**config.mk**
```make
export PLATFORM = sky130hd
export DESIGN_NAME = lnk_speed_seq
export DESIGN_NICKNAME = d
export VERILOG_FILES = /design/src/rtl/lnk_seq_pkg.sv /design/src/rtl/lnk_poll_ctr.sv /design/src/rtl/lnk_rx_rst.sv /design/src/rtl/lnk_speed_seq.sv
export SDC_FILE = /design/constraint.sdc
export NUM_CORES = 1
export LEC_CHECK = 0
export CORE_ASPECT_RATIO = 1.25
export CORE_MARGIN = 4
export CORE_UTILIZATION = 30
export CTS_BUF_LIST = sky130_fd_sc_hd__clkbuf_8
export DETAILED_ROUTE_END_ITERATION = 8
export MAX_ROUTING_LAYER = met4
export PLACE_DENSITY = 0.58
export REMOVE_ABC_BUFFERS = 1
export SLEW_MARGIN = 20
export SYNTH_ARGS = -nofsm -noshare
export SYNTH_HDL_FRONTEND = slang
export SYNTH_HIERARCHICAL = 1
export SYNTH_SLANG_ARGS = --single-unit
```
**constraint.sdc**
```tcl
create_clock -name clk_i -period 6.9 [get_ports clk_i]
set_input_delay 1.035 -clock clk_i [delete_from_list [all_inputs] [get_ports clk_i]]
set_output_delay 1.035 -clock clk_i [all_outputs]
set_load 0.01 [all_outputs]
```
**src/rtl/lnk_seq_pkg.sv**
```systemverilog
package lnk_seq_pkg;
  typedef enum logic [3:0] {
    S_IDLE, S_ARM, S_W1, S_REQ, S_WSPD, S_W2, S_RGO, S_RWAIT, S_DONE
  } seq_state_e;

  typedef enum logic [2:0] {
    RX_IDLE, RX_RD1, RX_WR1, RX_HOLD, RX_RD2, RX_WR2, RX_FIN
  } rx_state_e;

  localparam logic [3:0]  SPD_GEN1     = 4'd1;
  localparam logic [3:0]  SPD_GEN2     = 4'd2;
  localparam logic [15:0] RX_OVRD_ADDR = 16'h1005;
  localparam logic [15:0] RX_OVRD_MASK = 16'h0028; // bits 5 and 3
endpackage

```
**src/rtl/lnk_poll_ctr.sv**
```systemverilog
module lnk_poll_ctr #(
  parameter int CW = 8
) (
  input  logic          clk_i,
  input  logic          rst_ni,
  input  logic          clr_i,
  input  logic          en_i,
  input  logic [CW-1:0] limit_i,
  output logic          last_o
);
  logic [CW-1:0] cnt_q;

  always_ff @(posedge clk_i or negedge rst_ni) begin
    if (!rst_ni)     cnt_q <= '0;
    else if (clr_i)  cnt_q <= '0;
    else if (en_i)   cnt_q <= cnt_q + 1'b1;
  end

  assign last_o = (cnt_q == limit_i - 1'b1);
endmodule

```
**src/rtl/lnk_rx_rst.sv**
```systemverilog
module lnk_rx_rst
  import lnk_seq_pkg::*;
#(
  parameter int HOLD_CYCLES = 500000
) (
  input  logic        clk_i,
  input  logic        rst_ni,
  input  logic        go_i,
  input  logic        phy_ack_i,
  input  logic [15:0] phy_rdata_i,
  output logic        phy_req_o,
  output logic        phy_we_o,
  output logic [15:0] phy_addr_o,
  output logic [15:0] phy_wdata_o,
  output logic        done_o
);
  localparam int HW = $clog2(HOLD_CYCLES + 1);

  rx_state_e   st_q;
  logic [15:0] wdata_q;
  logic        hold_last;

  lnk_poll_ctr #(.CW(HW)) u_hold (
    .clk_i   (clk_i),
    .rst_ni  (rst_ni),
    .clr_i   (st_q != RX_HOLD),
    .en_i    (st_q == RX_HOLD),
    .limit_i (HW'(HOLD_CYCLES)),
    .last_o  (hold_last)
  );

  always_ff @(posedge clk_i or negedge rst_ni) begin
    if (!rst_ni) begin
      st_q    <= RX_IDLE;
      wdata_q <= '0;
    end else begin
      case (st_q)
        RX_IDLE: if (go_i) st_q <= RX_RD1;
        RX_RD1: if (phy_ack_i) begin
          wdata_q <= phy_rdata_i | RX_OVRD_MASK;
          st_q    <= RX_WR1;
        end
        RX_WR1:  if (phy_ack_i) st_q <= RX_HOLD;
        RX_HOLD: if (hold_last) st_q <= RX_RD2;
        RX_RD2: if (phy_ack_i) begin
          wdata_q <= phy_rdata_i & ~RX_OVRD_MASK;
          st_q    <= RX_WR2;
        end
        RX_WR2:  if (phy_ack_i) st_q <= RX_FIN;
        RX_FIN:  st_q <= RX_IDLE;
        default: st_q <= RX_IDLE;
      endcase
    end
  end

  assign phy_req_o   = (st_q == RX_RD1) || (st_q == RX_WR1) ||
                       (st_q == RX_RD2) || (st_q == RX_WR2);
  assign phy_we_o    = (st_q == RX_WR1) || (st_q == RX_WR2);
  assign phy_addr_o  = RX_OVRD_ADDR;
  assign phy_wdata_o = wdata_q;
  assign done_o      = (st_q == RX_FIN);
endmodule

```
**src/rtl/lnk_speed_seq.sv**
```systemverilog
module lnk_speed_seq
  import lnk_seq_pkg::*;
#(
  parameter int LINK_POLLS  = 100000,
  parameter int SPD_POLLS   = 200,
  parameter int HOLD_CYCLES = 500000
) (
  input  logic        clk_i,
  input  logic        rst_ni,
  input  logic        start_i,
  input  logic [3:0]  max_gen_i,
  input  logic        link_up_i,
  input  logic        in_training_i,
  input  logic        spd_chg_busy_i,
  input  logic [3:0]  cur_speed_i,
  input  logic        phy_ack_i,
  input  logic [15:0] phy_rdata_i,
  output logic [3:0]  speed_cap_o,
  output logic        train_en_o,
  output logic        spd_chg_req_o,
  output logic        phy_req_o,
  output logic        phy_we_o,
  output logic [15:0] phy_addr_o,
  output logic [15:0] phy_wdata_o,
  output logic        done_o,
  output logic        fail_o,
  output logic [3:0]  speed_o
);
  localparam int POLL_MAX = (LINK_POLLS > SPD_POLLS) ? LINK_POLLS : SPD_POLLS;
  localparam int CW       = $clog2(POLL_MAX + 1);

  seq_state_e    st_q, st_n;
  logic          gen2_q;
  logic          link_ok, poll_last, poll_en, rx_done;
  logic [CW-1:0] poll_lim;

  assign link_ok  = link_up_i && !in_training_i;
  assign poll_en  = (st_q == S_W1) || (st_q == S_WSPD) || (st_q == S_W2);
  assign poll_lim = (st_q == S_WSPD) ? CW'(SPD_POLLS) : CW'(LINK_POLLS);

  lnk_poll_ctr #(.CW(CW)) u_poll (
    .clk_i   (clk_i),
    .rst_ni  (rst_ni),
    .clr_i   (st_q != st_n),
    .en_i    (poll_en),
    .limit_i (poll_lim),
    .last_o  (poll_last)
  );

  always_comb begin
    st_n = st_q;
    case (st_q)
      S_IDLE:  if (start_i) st_n = S_ARM;
      S_ARM:   st_n = S_W1;
      S_W1: begin
        if (link_ok)        st_n = gen2_q ? S_REQ : S_DONE;
        else if (poll_last) st_n = S_RGO;
      end
      S_REQ:   st_n = S_WSPD;
      S_WSPD: begin
        if (!spd_chg_busy_i) st_n = S_W2;
        else if (poll_last)  st_n = S_RGO;
      end
      S_W2: begin
        if (link_ok)        st_n = S_DONE;
        else if (poll_last) st_n = S_RGO;
      end
      S_RGO:   st_n = S_RWAIT;
      S_RWAIT: if (rx_done) st_n = S_DONE;
      S_DONE:  st_n = S_IDLE;
      default: st_n = S_IDLE;
    endcase
  end

  always_ff @(posedge clk_i or negedge rst_ni) begin
    if (!rst_ni) begin
      st_q        <= S_IDLE;
      gen2_q      <= 1'b0;
      speed_cap_o <= SPD_GEN1;
      train_en_o  <= 1'b0;
      fail_o      <= 1'b0;
      speed_o     <= '0;
    end else begin
      st_q <= st_n;
      case (st_q)
        S_IDLE: if (start_i) begin
          speed_cap_o <= SPD_GEN1;
          train_en_o  <= 1'b0;
          gen2_q      <= (max_gen_i >= SPD_GEN2);
          fail_o      <= 1'b0;
          speed_o     <= '0;
        end
        S_ARM: train_en_o <= 1'b1;
        S_W1: if (link_ok) begin
          if (gen2_q) speed_cap_o <= SPD_GEN2;
          else        speed_o     <= cur_speed_i;
        end
        S_W2: if (link_ok) speed_o <= cur_speed_i;
        S_RGO: begin
          fail_o  <= 1'b1;
          speed_o <= '0;
        end
        default: ;
      endcase
    end
  end

  assign spd_chg_req_o = (st_q == S_REQ);
  assign done_o        = (st_q == S_DONE);

  lnk_rx_rst #(.HOLD_CYCLES(HOLD_CYCLES)) u_rx_rst (
    .clk_i       (clk_i),
    .rst_ni      (rst_ni),
    .go_i        (st_q == S_RGO),
    .phy_ack_i   (phy_ack_i),
    .phy_rdata_i (phy_rdata_i),
    .phy_req_o   (phy_req_o),
    .phy_we_o    (phy_we_o),
    .phy_addr_o  (phy_addr_o),
    .phy_wdata_o (phy_wdata_o),
    .done_o      (rx_done)
  );
endmodule

```
## Word level (Yosys, flattened, before mapping)

Cells that the tools add are included.

- Register bits after elaboration: 70
- Input bits: 31
- Output and inout bits: 46
- Word-level logic and storage cells: 102

- Add/sub/neg operators: 3
- Order comparisons: 1
- Equal/unequal tests: 29
- Muxes and demuxes: 35
- Reduce and logical (&&, ||, !) cells: 24

Operator list:

| cell | number |
|---|---|
| two-way mux 4 bit | 14 |
| two-way mux 17 bit | 3 |
| two-way mux 19 bit | 2 |
| two-way mux 16 bit | 2 |
| case mux 16 bit (2 select lines) | 1 |
| case mux 4 bit (8 select lines) | 1 |
| adder 19 x 1 -> 19 bit, second input constant | 1 |
| == test 19 bit, second input constant | 1 |
| two-way mux 3 bit | 6 |
| inequality test 2 bit, second input constant | 9 |
| case mux 3 bit (6 select lines) | 1 |
| adder 17 x 1 -> 17 bit, second input constant | 1 |
| == test 17 bit | 1 |
| subtractor 17 x 1 -> 17 bit, second input constant | 1 |
| == test 4 x 3 -> 1 bit, second input constant | 4 |
| case mux 4 bit (4 select lines) | 1 |
| nonzero test 2 bit | 6 |
| == test 3 bit, second input constant | 3 |
| == test 4 x 2 -> 1 bit, second input constant | 2 |
| case mux 4 bit (2 select lines) | 1 |
| == test 3 x 2 -> 1 bit, second input constant | 2 |
| logical OR 1 bit | 6 |
| AND reduction 2 bit | 3 |
| AND reduction 6 bit | 1 |
| other kinds (17) | 19 |

## Longest topological paths before layout

Gate-level depths: netlist (run 1).

- Depth after elaboration: 9
- Gate-level depth with buffers: 22

## Hierarchy

Netlist (run 1), hierarchy kept.

By module, submodules not included:

| module | times used | cells each | area each (um2) |
|---|---|---|---|
| lnk_poll_ctr at u_rx_rst.u_hold | 1 | 176 | 1536.5 |
| lnk_poll_ctr at u_poll | 1 | 175 | 1519.0 |
| lnk_rx_rst | 1 | 83 | 999.7 |
| lnk_speed_seq | 1 | 115 | 908.4 |

## Worst setup path after synthesis (run 1)

No wires, ideal clock.

- Path type: reg-to-reg
- Start: register, netlist name st_q[2]
- End: register u_poll.cnt_q[14]
- Arrival: 4.846 ns
- Required time: 6.822 ns
- Path slack: 1.975 ns
- Cell stages (with the launch flop): 21
- Buffers on the path: 2
- Clock period less this slack: 4.925 ns
- Path through: dfrtp_1 clkbuf_1 nand2b_1 nor2_1 inv_1 xor2_1 xnor2_1 nor4_1 nand4_2 a2111oi_4 inv_1 a21oi_1 o211ai_2 xnor2_1 nand4b_1 clkbuf_1 o211ai_1 nor2_1 nand4_1 or3_1 a21oi_1

RTL lines:

| what | RTL line | RTL |
|---|---|---|
| to (signal assigned) | lnk_poll_ctr.sv:16 | `else if (en_i) cnt_q <= cnt_q + 1'b1;` |
| to (decl) | lnk_poll_ctr.sv:11 | `logic [CW-1:0] cnt_q;` |

==> summary.md, run 1 <==
| Metric | Value |
|---|---|
| Status | `completed` |
| Largest net degree at the start of global routing | `68` |
| Number of placement rows | `52` |
| Top area cells in the synthesized netlist | `dfrtp_1 (33%), xor2_1 (6.7%), xnor2_1 (5.8%), nor2_1 (4.4%), nand2_1 (3.2%)` |
| Number of pins exceeding their max-slew limit in the final report | `0` |
| Synth Area per Inst | `9.041 um2` |
| Reg2Reg Launch Point | `st_q[3]$_DFF_PN0_` |
| Final min period | `5.979 ns` |
| Insertion delay to the later sink of the worst-skew pair | `0.34 ns` |
| Placeable Area | `16200 um2` |
| Die height | `151.8 um` |
| Capturing point of the worst reg2reg path | `u_poll/cnt_q[14]$_DFFE_PN0P_` |
| Relative area change from synthesis to final layout | `26.09%` |
| Critical path launch point type | `flop` |
| Top fanout value on the critical path | `19` |
| IR drop worst, VDD | `0.0002041 V` |
| RSZ-0062 raised after global routing | `false` |
| Slew at the pin closest to its max-slew limit | `0.9059 ns` |
| Number of setup buffers added after CTS | `0` |
| Post-synthesis sequential area ratio | `0.3380` |
| Number of buffer cells added on primary ports | `55` |
| Die area | `18680 um2` |
| Ratio of cells with drive above 1 in the final layout | `0.08678` |
| Share of the cycle needed by the critical path after routing | `0.8665` |
| Worst reg2reg path depth | `19` |
| Maximum count of clock buffers along a single path | `2` |
| HPWL reported at the end of detailed placement | `7678 um` |
| Die X-Extent | `123.0 um` |
| First-pass GRT wire length | `17750 um` |
| Number of violations of the max-capacitance limit | `0` |
| Standby leakage power | `2.707 nW` |
| Post-synthesis sequential element count | `67` |
| Final setup violation count | `0` |
| Pre-Repair DR Iteration Count | `4` |
| Cells after Synth | `549` |
| Library cell with the highest instance count after synthesis | `dfrtp_1` |
| Worst reg-to-reg setup slack | `0.92 ns` |
| Distinct cell type count after synthesis | `76` |
| Number of enable-type register cells in the synthesized netlist | `0` |
| Number of buffers created by CTS | `9` |
| Main synth FF type | `dfrtp_1` |
| WL per Instance | `10.79 um` |
| Clock sink total | `67` |
| Share of the synthesized area in the top cell type | `0.3327` |
| Via count of the first global-routing pass | `3913` |
| Post-route design area | `6259 um2` |
| Slew Limit Headroom | `0.3938` |
| Antenna violations before repair | `0` |
| Area of placed instances | `6071 um2` |
| Inserted Diodes | `0` |
| Total power density per cell area | `260.3 nW/um2` |
| Clock tree root driver cell | `clkbuf_8` |
| DRC errors left | `0` |
| Antenna Violating Nets Remaining | `0` |
| GRT overflow | `0` |
| Final wirelength | `10160 um` |
| Start-to-end type of the worst setup path | `reg -> reg` |
| Min-delay worst type | `reg -> reg` |
| Element type at the critical path end | `flop` |
| H-tree depth reported by CTS | `3` |
| Required time of the critical path | `7.16 ns` |
| Routability cong. | `0.8386` |
| Largest area contributor in the netlist | `dfrtp_1` |
| Cts-stage hold buffer count | `0` |
| Data arrival, critical path | `6.24 ns` |
| Commonest cells in the synthesized netlist | `dfrtp_1 (66), nor2_1 (58), nand2_1 (42)` |
| Start point of the worst min-delay path | `speed_cap_o[0]$_DFFE_PN1P_` |
| Number of synthesis warnings | `6` |
| Clock tree skew after final layout | `0.008071 ns` |
| Initial cell density of the core | `0.3064` |
| Number of I/O pins | `77` |
| Total chip power | `1.629 mW` |
| Vias per std cell | `4.268` |
| Share of flip-flops with an asynchronous set or reset | `1.000` |
| Hold violation total from the final report | `0` |
| Vias | `4020` |
| Launching element of the worst setup path | `st_q[3]$_DFF_PN0_` |
| Clk slew on worst S/H paths | `0.07 ns` |
| Total Nets Final | `756` |
| Fmax achieved | `167.3 MHz` |
| Global-route usage over all layers | `0.1161` |
| CTS tree | `yes` |
| Number of cells upsized or downsized after cts | `0` |
| Cell Area, Synth | `4964 um2` |
| Crit path to | `u_poll/cnt_q[14]$_DFFE_PN0P_` |
| Final setup TNS | `0 ns` |
| Initial DRC count | `161` |
==> metal layers <==
layer,part of all wire,routed length (um),GRT usage,vias up
li1,-,-,-,2121
met1,0.46,4653,0.1474,1824
met2,0.49,5004,0.1882,61
met3,0.035,354,0.01971,14
met4,0.015,152,0.03641,0
met5,0,0,-,-
==> flip-flops by register name (all words and copies together) (netlist names) <==
name and flops:
u_poll/cnt_q 17, speed_cap_o 2, u_rx_rst/phy_wdata_o 15, u_rx_rst/u_hold/cnt_q 19, st_q 4, speed_o 4, train_en_o 1, fail_o 1
u_rx_rst/st_q 3, gen2_q 1
==> layout make-up <==
type / instances / area, um2
clock inverter: 6 / 50.05
fill: 1664 / 9942
tap: 216 / 270.3
sequential: 67 / 1678
inverter: 25 / 93.84
timing repair buffer: 58 / 568.0
clock buffer: 10 / 137.6
multi-input combinational: 560 / 3461
==> cell families after synthesis <==
kind of cell / after synthesis / synth area share
adder cells (fa/ha/maj): 4 / 0.01008
buffers and inverters: 63 / 0.07134
other: 4 / 0.003024
flip-flops: 67 / 0.3380
AO/OA/AOI/OAI: 87 / 0.1238
XOR/XNOR: 73 / 0.1318
AND/OR/NAND/NOR: 227 / 0.2617
multiplexers: 24 / 0.06025
==> worst min path at each step <==
stage | slack, ns | cells past startpoint | endpoint
after CTS | 0.47 | 2 | speed_cap_o[0]$_DFFE_PN1P_
after floorplan | 0.45 | 2 | gen2_q$_DFFE_PN0P_
after detailed placement | 0.46 | 2 | speed_cap_o[0]$_DFFE_PN1P_
after global placement | 0.45 | 2 | speed_cap_o[0]$_DFFE_PN1P_
after global routing | 0.49 | 2 | speed_cap_o[0]$_DFFE_PN1P_
final | 0.47 | 2 | speed_cap_o[0]$_DFFE_PN1P_
==> through the flow <==
step                      cells  setup WS [ns]    util  hold WS [ns]
after floorplan             652          1.707       -        0.4510
after detailed placement    926         0.8701  0.3747        0.4556
after global routing        942         0.2524  0.3863        0.4893
final                       942         0.9212  0.3863        0.4665
after global placement      926         0.9705  0.3747        0.4512
after CTS                   942         0.8572  0.3863        0.4673
==> critical path, stage by stage, from the launching register on <==
cell and delay [ns]:
dfrtp_1 0.52, or2_2 0.39, nor2_1 0.70, inv_1 0.54, xor2_1 0.29, xnor2_1 0.16, nor4_1 0.39, nand4_2 0.18
a2111oi_4 0.51, inv_1 0.09, a21oi_1 0.25, o211ai_2 0.13, xnor2_1 0.15, nand4b_1 0.11, buf_4 0.24, o211ai_1 0.19
nor2_1 0.25, nand4_1 0.23, or3_1 0.41, a21oi_1 0.17
==> cells in the final DEF, fill, tap and decap left out, types with 11 or more instances in the layout <==
master	n
dfrtp_1	66
nand2b_1	11
nor2_1	58
clkdlybuf4s50_1	54
inv_1	28
xnor2_1	33
xor2_1	38
nand4_1	15
nand2_1	42
conb_1	145
nor3_1	11
nand3_1	18
a21oi_1	21
o21ai_0	18
==> power breakdown <==
part / switching, mW / total, mW / internal, mW
clock: 0.142 / 0.313 / 0.171
combinational: 0.395 / 0.759 / 0.364
sequential: 0.0801 / 0.557 / 0.477
No activity file was read; power rests on OpenSTA's default activity.
==> run 2, diff against run 1 <==
CORE_UTILIZATION = 55   (was 30)
CTS_BUF_LIST = sky130_fd_sc_hd__clkbuf_4   (was sky130_fd_sc_hd__clkbuf_8)
PLACE_DENSITY = 0.89   (was 0.58)
==> summary.md, run 2 (same netlist as run 1, synthesis figures left out) <==
| Metric | Value |
|---|---|
| Die area | `10620 um2 (-43%)` |
| Post-route setup slack | `0.9567 ns (+0.03551 ns)` |
| Number of setup buffers added after CTS | `0 (unchanged)` |
| Placed Cells | `829 (-10%)` |
| Start-to-end type of the worst setup path | `reg -> reg` |
| Routability cong. | `0.8443 (+0.68%)` |
| Worst reg-to-reg setup slack | `0.96 ns (+0.04 ns)` |
| Number of I/O pins | `77 (unchanged)` |
| Global-route usage over all layers | `0.2181 (+0.1020)` |
| Share of power burned in the clock network | `0.203 (+0.011)` |
| Worst slack at placement | `1.064 ns (+0.1934 ns)` |
| Most flop-heavy register | `u_rx_rst/u_hold/cnt_q` |
| Number of pins exceeding their max-slew limit in the final report | `0 (unchanged)` |
| WL per Instance | `12.75 um (+18%)` |
| Maximum count of clock buffers along a single path | `2 (unchanged)` |
| Hold violation total from the final report | `0 (unchanged)` |
| Final wirelength | `10770 um (+6.0%)` |
| Critical path launch point type | `flop` |
| Largest net degree at the start of global routing | `68 (unchanged)` |
| Final min period | `5.943 ns (-0.03551 ns)` |
| Vias per std cell | `5.066 (+19%)` |
| Slew Limit Headroom | `0.3776 (-0.01626)` |
| Reg2Reg Launch Point | `st_q[3]$_DFF_PN0_` |
| Internal power | `1.025 mW (+1.3%)` |
| Leading cell type in the layout, fill and taps excluded | `conb_1` |
| Total Nets Final | `755 (-0.13%)` |
| Cts-stage hold buffer count | `0 (unchanged)` |
| Standby leakage power | `2.692 nW (-0.56%)` |
| Relative area change from synthesis to final layout | `23.52%` |
| Number of buffer cells added on primary ports | `55 (unchanged)` |
| Fmax achieved | `168.3 MHz (+0.60%)` |
| Fin cells | `845 (-10%)` |
| Ratio of cells with drive above 1 in the final layout | `0.09103 (+0.004258)` |
| Number of cells upsized or downsized after cts | `0 (unchanged)` |
| Worst reg2reg path depth | `18 (-1)` |
| Share of total power consumed by net switching | `0.3829 (+0.004395)` |
| Capturing point of the worst reg2reg path | `u_poll/cnt_q[16]$_DFFE_PN0P_` |
| Total power density per cell area | `271.0 nW/um2 (+4.1%)` |
| Clock sink total | `67 (unchanged)` |
| Die X-Extent | `92.97 um (-24%)` |
| Slew at the pin closest to its max-slew limit | `0.9302 ns (+0.02429 ns)` |
| Antenna violations before repair | `0 (unchanged)` |
| Min-delay worst type | `reg -> reg` |
| Final setup TNS | `0 ns (unchanged)` |
| HPWL reported at the end of detailed placement | `8146 um (+6.1%)` |
| Initial DRC count | `212 (+32%)` |
| Crit path to | `u_poll/cnt_q[16]$_DFFE_PN0P_` |
| Number of placement rows | `38 (-27%)` |
| Vias | `4281 (+6.5%)` |
| GRT overflow | `0 (unchanged)` |
| Initial cell density of the core | `0.5674 (+0.2610)` |
| Die height | `114.2 um (-25%)` |
| Net Sw Power | `0.6363 mW (+3.2%)` |
| Required time of the critical path | `7.25 ns (+0.09 ns)` |
| Area used by multi-input combinational logic | `3461 um2 (unchanged)` |
| Clock tree root driver cell | `clkbuf_4` |
| Element type at the critical path end | `flop` |
| CTS tree | `yes` |
| Area of placed instances | `5943 um2 (-2.1%)` |
| Inserted Diodes | `0 (unchanged)` |
| Launching element of the worst setup path | `st_q[3]$_DFF_PN0_` |
| Pre-Repair DR Iteration Count | `5 (+1)` |
| Final cell utilization of the core | `0.7008 (+0.3145)` |
| Status | `completed` |
| Clock tree skew after final layout | `0.01370 ns (+0.005632 ns)` |
| Placeable Area | `8748 um2 (-46%)` |
| Insertion delay to the later sink of the worst-skew pair | `0.43 ns (+0.09 ns)` |
| Post-route design area | `6131 um2 (-2.0%)` |
| FF/Latch Area | `1678 um2 (unchanged)` |
| Final setup violation count | `0 (unchanged)` |
| Data arrival, critical path | `6.30 ns (+0.06 ns)` |
| H-tree depth reported by CTS | `3 (unchanged)` |
| RSZ-0062 raised after global routing | `false` |
| Clk slew on worst S/H paths | `0.12 ns (+0.05 ns)` |
| Via count of the first global-routing pass | `4248 (+8.6%)` |
| Top fanout value on the critical path | `16 (-3)` |
| Number of violations of the max-capacitance limit | `0 (unchanged)` |
| Final hold slack | `0.4854 ns (+0.01889 ns)` |
| Number of buffers created by CTS | `9 (unchanged)` |
| Sequential share of power | `0.344 (+0.002)` |
| Total chip power | `1.662 mW (+2.0%)` |
| First-pass GRT wire length | `18530 um (+4.4%)` |
| Share of power burned in combinational logic | `0.453 (-0.013)` |
| Max reg flops | `19 (unchanged)` |
| Commonest cells after routing, fill and taps aside | `conb_1 (145), dfrtp_1 (66), nor2_1 (58)` |
| Number of fillers in the final layout | `665 (-60%)` |
| IR drop worst, VDD | `0.0002724 V (+33%)` |
| DRC errors left | `0 (unchanged)` |
| Antenna Violating Nets Remaining | `0 (unchanged)` |
| Share of the cycle needed by the critical path after routing | `0.8613 (-0.005147)` |
==> run 2: cell count changes in the layout (fill, tap and decap cells not counted) <==
cell       before  now
buf_4           3    2
inv_1          28   24
clkbuf_4        0   10
inv_6           0    1
clkbuf_8       10    0
bufinv_16       1    3
clkinv_4        0    1
==> run 2: routing by layer <==
metal	global-route usage	routed length, um	part of all wire
met4	0.06061	110	0.010
met3	0.05523	530	0.049
met5	-	0	0
met1	0.2429	4328	0.40
met2	0.3864	5800	0.54
==> run 2: power by group through the flow <==
stage / Clock [mW] / Sequential (mW) / Combinational [mW]
floorplan: 0 / 0.584 / 0.456
global placement: 0 / 0.569 / 0.710
detailed placement: 0 / 0.575 / 0.742
CTS: 0.344 / 0.571 / 0.749
global route: 0.364 / 0.586 / 0.822
finish: 0.337 / 0.572 / 0.752
==> run 2: how the worst min path moves through the flow <==
stage | startpoint | depth (start not counted) | to
CTS | speed_cap_o[0]$_DFFE_PN1P_ | 2 | speed_cap_o[0]$_DFFE_PN1P_
floorplan | gen2_q$_DFFE_PN0P_ | 2 | gen2_q$_DFFE_PN0P_
global route | speed_cap_o[0]$_DFFE_PN1P_ | 2 | speed_cap_o[0]$_DFFE_PN1P_
global placement | speed_cap_o[0]$_DFFE_PN1P_ | 2 | speed_cap_o[0]$_DFFE_PN1P_
detailed placement | speed_cap_o[0]$_DFFE_PN1P_ | 2 | speed_cap_o[0]$_DFFE_PN1P_
finish | speed_cap_o[0]$_DFFE_PN1P_ | 2 | speed_cap_o[0]$_DFFE_PN1P_
==> run 2: worst max-delay path: stages, from the launching register on <==
cell,delay (ns)
dfrtp_1,0.55
or2_2,0.38
nor2_1,0.71
inv_1,0.53
nor4_1,0.44
xnor2_1,0.11
nor4_1,0.33
nand4_2,0.18
a2111oi_4,0.47
inv_1,0.08
a21oi_1,0.23
o211ai_2,0.12
xnor2_1,0.15
nand4b_1,0.28
o211ai_1,0.24
nor2_1,0.25
nand4_1,0.24
or3_1,0.41
a21oi_1,0.15
==> run 2: area by class of cell <==
cell class                 instances  share of cell area
sequential                        67              0.2737
clock buffer                      10             0.01224
clock inverter                     6             0.01837
inverter                          25             0.01531
multi-input combinational        560              0.5645
tap                              120             0.02449
timing repair buffer              57             0.09143
==> run 3, diff against run 2 <==
CELL_PAD_IN_SITES_DETAIL_PLACEMENT = 0   (was not set)
CELL_PAD_IN_SITES_GLOBAL_PLACEMENT = 1   (was not set)
CORE_UTILIZATION = 43   (was 55)
GPL_TIMING_DRIVEN = 0   (was not set)
PLACE_DENSITY = 0.91   (was 0.89)
==> summary.md, run 3 (same netlist as run 1, synthesis figures left out) <==
| Metric | Value |
|---|---|
| Fmax achieved | `164.1 MHz (-2.5%)` |
| Required time of the critical path | `7.16 ns (-0.09 ns)` |
| Pre-Repair DR Iteration Count | `4 (-1)` |
| Antenna Violating Nets Remaining | `0 (unchanged)` |
| Final cell utilization of the core | `0.5458 (-0.1550)` |
| Status | `completed` |
| Most flop-heavy register | `u_rx_rst/u_hold/cnt_q` |
| Final setup violation count | `0 (unchanged)` |
| Routability cong. | `0.9254 (+9.6%)` |
| Final hold slack | `0.4798 ns (-0.005594 ns)` |
| Number of buffers created by CTS | `9 (unchanged)` |
| Die X-Extent | `104.1 um (+12%)` |
| Total Nets Final | `754 (-0.13%)` |
| Number of placement rows | `43 (+13%)` |
| Worst reg-to-reg setup slack | `0.81 ns (-0.15 ns)` |
| Commonest cells after routing, fill and taps aside | `conb_1 (145), dfrtp_1 (66), nor2_1 (57)` |
| Data arrival, critical path | `6.36 ns (+0.06 ns)` |
| H-tree depth reported by CTS | `3 (unchanged)` |
| Final wirelength | `10490 um (-2.6%)` |
| Clk slew on worst S/H paths | `0.12 ns (about the same)` |
| Share of the cycle needed by the critical path after routing | `0.8832 (+0.02188)` |
| Slew at the pin closest to its max-slew limit | `0.7961 ns (-0.1342 ns)` |
| Number of I/O pins | `77 (unchanged)` |
| RSZ-0062 raised after global routing | `false` |
| Vias | `4173 (-2.5%)` |
| Reg2Reg Launch Point | `st_q[3]$_DFF_PN0_` |
| Total power density per cell area | `255.6 nW/um2 (-5.7%)` |
| Start point of the worst min-delay path | `speed_cap_o[0]$_DFFE_PN1P_` |
| Final setup TNS | `0 ns (unchanged)` |
| Placed Cells | `843 (+1.7%)` |
| Top fanout value on the critical path | `19 (+3)` |
| GRT overflow | `0 (unchanged)` |
| Standby leakage power | `2.663 nW (-1.1%)` |
| Capturing point of the worst reg2reg path | `u_poll/cnt_q[15]$_DFFE_PN0P_` |
| Inserted Diodes | `0 (unchanged)` |
| CTS tree | `yes` |
| Clock tree skew after final layout | `0.01363 ns (-0.00006920 ns)` |
| First-pass GRT wire length | `17930 um (-3.3%)` |
| Fin cells | `859 (+1.7%)` |
| Placeable Area | `11190 um2 (+28%)` |
| DRC errors left | `0 (unchanged)` |
| Worst reg2reg path depth | `20 (+2)` |
| Leading cell type in the layout, fill and taps excluded | `conb_1` |
| Maximum count of clock buffers along a single path | `2 (unchanged)` |
| Start-to-end type of the worst setup path | `reg -> reg` |
| Global-route usage over all layers | `0.1655 (-0.05258)` |
| Max reg flops | `19 (unchanged)` |
| Final min period | `6.094 ns (+0.1510 ns)` |
| Initial DRC count | `221 (+4.2%)` |
| Die height | `128.1 um (+12%)` |
| Critical path launch point type | `flop` |
| Number of buffer cells added on primary ports | `55 (unchanged)` |
| HPWL reported at the end of detailed placement | `8256 um (+1.3%)` |
| Relative area change from synthesis to final layout | `23.07%` |
| Via count of the first global-routing pass | `4066 (-4.3%)` |
| Number of violations of the max-capacitance limit | `0 (unchanged)` |
| Worst Hold Path Cells | `2 (unchanged)` |
| Number of fillers in the final layout | `1059 (+59%)` |
| IR drop worst, VDD | `0.0001967 V (-28%)` |
| Hold violation total from the final report | `0 (unchanged)` |
| Vias per std cell | `4.858 (-4.1%)` |
| Min-delay worst type | `reg -> reg` |
| Ratio of cells with drive above 1 in the final layout | `0.09116 (+0.0001257)` |
| Insertion delay to the later sink of the worst-skew pair | `0.40 ns (-0.03 ns)` |
| WL per Instance | `12.21 um (-4.2%)` |
| Clock sink total | `67 (unchanged)` |
| Antenna violations before repair | `0 (unchanged)` |
| Die area | `13340 um2 (+26%)` |
| Destination of the worst hold path | `speed_cap_o[0]$_DFFE_PN1P_` |
| Number of pins exceeding their max-slew limit in the final report | `0 (unchanged)` |
| Element type at the critical path end | `flop` |
| Initial cell density of the core | `0.4435 (-0.1238)` |
| Largest net degree at the start of global routing | `39 (-43%)` |
| Clock tree root driver cell | `clkbuf_4` |
| Slew Limit Headroom | `0.4665 (+0.08893)` |
[run 3: changes by cell type in the layout (fill, tap and decap cells not counted)]
| cell | before | now |
|---|---|---|
| buf_2 | 1 | 0 |
| buf_12 | 0 | 1 |
| buf_4 | 2 | 1 |
| nor2_1 | 58 | 57 |
| inv_6 | 1 | 0 |
| nor2_2 | 0 | 1 |
| clkbuf_4 | 10 | 9 |
| clkinvlp_4 | 0 | 2 |
| bufinv_16 | 3 | 1 |
| clkinv_2 | 1 | 3 |
[run 3: metrics by stage]
stage          area (um2)  power [mW]  setup slack [ns]
2_1_floorplan        5233       1.039             1.707
3_3_place_gp         5952       1.284            0.5319
3_5_place_dp         5969       1.311            0.4291
4_1_cts              6106       1.572            0.4136
5_1_grt              6108       1.675            0.2498
6_report             6108       1.561            0.8057
[run 3: worst max-delay path by stage]
stage,cells past startpoint,slack (ns),from,end
2_1_floorplan,19,1.71,st_q[3]$_DFF_PN0_,u_poll/cnt_q[15]$_DFFE_PN0P_
4_1_cts,20,0.41,st_q[3]$_DFF_PN0_,u_poll/cnt_q[15]$_DFFE_PN0P_
6_report,20,0.81,st_q[3]$_DFF_PN0_,u_poll/cnt_q[15]$_DFFE_PN0P_
3_5_place_dp,20,0.43,st_q[3]$_DFF_PN0_,u_poll/cnt_q[15]$_DFFE_PN0P_
5_1_grt,19,0.25,st_q[1]$_DFF_PN0_,u_poll/cnt_q[15]$_DFFE_PN0P_
3_3_place_gp,19,0.53,st_q[3]$_DFF_PN0_,u_poll/cnt_q[15]$_DFFE_PN0P_
[run 3: what timing repair did]
| item | 4_1_cts | 5_1_grt |
|---|---|---|
| hold buffers | 0 | 0 |
| buffers inserted | 0 | 0 |
| resized for setup | 0 | 1 |
| endpoints found under the setup margin | 0 | 3 |
[run 3: metal layers]
metal / share of wire / GRT usage / vias up / wire length [um]
li1: - / - / 2124 / -
met1: 0.41 / 0.1778 / 1961 / 4290
met2: 0.55 / 0.3092 / 70 / 5760
met3: 0.020 / 0.01814 / 18 / 213
met4: 0.021 / 0.07042 / 0 / 223
met5: 0 / - / - / 0
[run 3: critical path, cell delays in order, from the launching register on]
cell       delay, ns
dfrtp_1         0.54
or2_2           0.39
nor2_2          0.47
inv_1           0.45
xnor2_1         0.40
nand2_1         0.08
mux2_2          0.28
o211ai_2        0.07
o211ai_1        0.20
a2111oi_4       0.43
inv_1           0.09
a21oi_1         0.26
o211ai_2        0.13
xnor2_1         0.15
nand4b_1        0.65
o2111ai_1       0.62
nor2_1          0.17
and4_1          0.25
nand4_1         0.10
xor2_1          0.16
nor2_1          0.06
[run 3: layout make-up]
type | count | area [um2] | area share
clock inverters | 7 | 68.82 | 0.01127
inverters | 25 | 93.84 | 0.01536
repair buffers | 56 | 568.0 | 0.09299
flip-flops and latches | 67 | 1678 | 0.2747
well taps | 135 | 168.9 | 0.02765
multi-input cells | 560 | 3463 | 0.5670
clock buffers | 9 | 67.56 | 0.01106
[run 3: power breakdown]
part,switching (mW),leakage [nW],total (mW),internal (mW)
Clock,0.145,0.0717,0.254,0.109
Sequential,0.0935,0.875,0.569,0.476
Combinational,0.383,1.72,0.738,0.354
Total,0.622,2.66,1.56,0.939
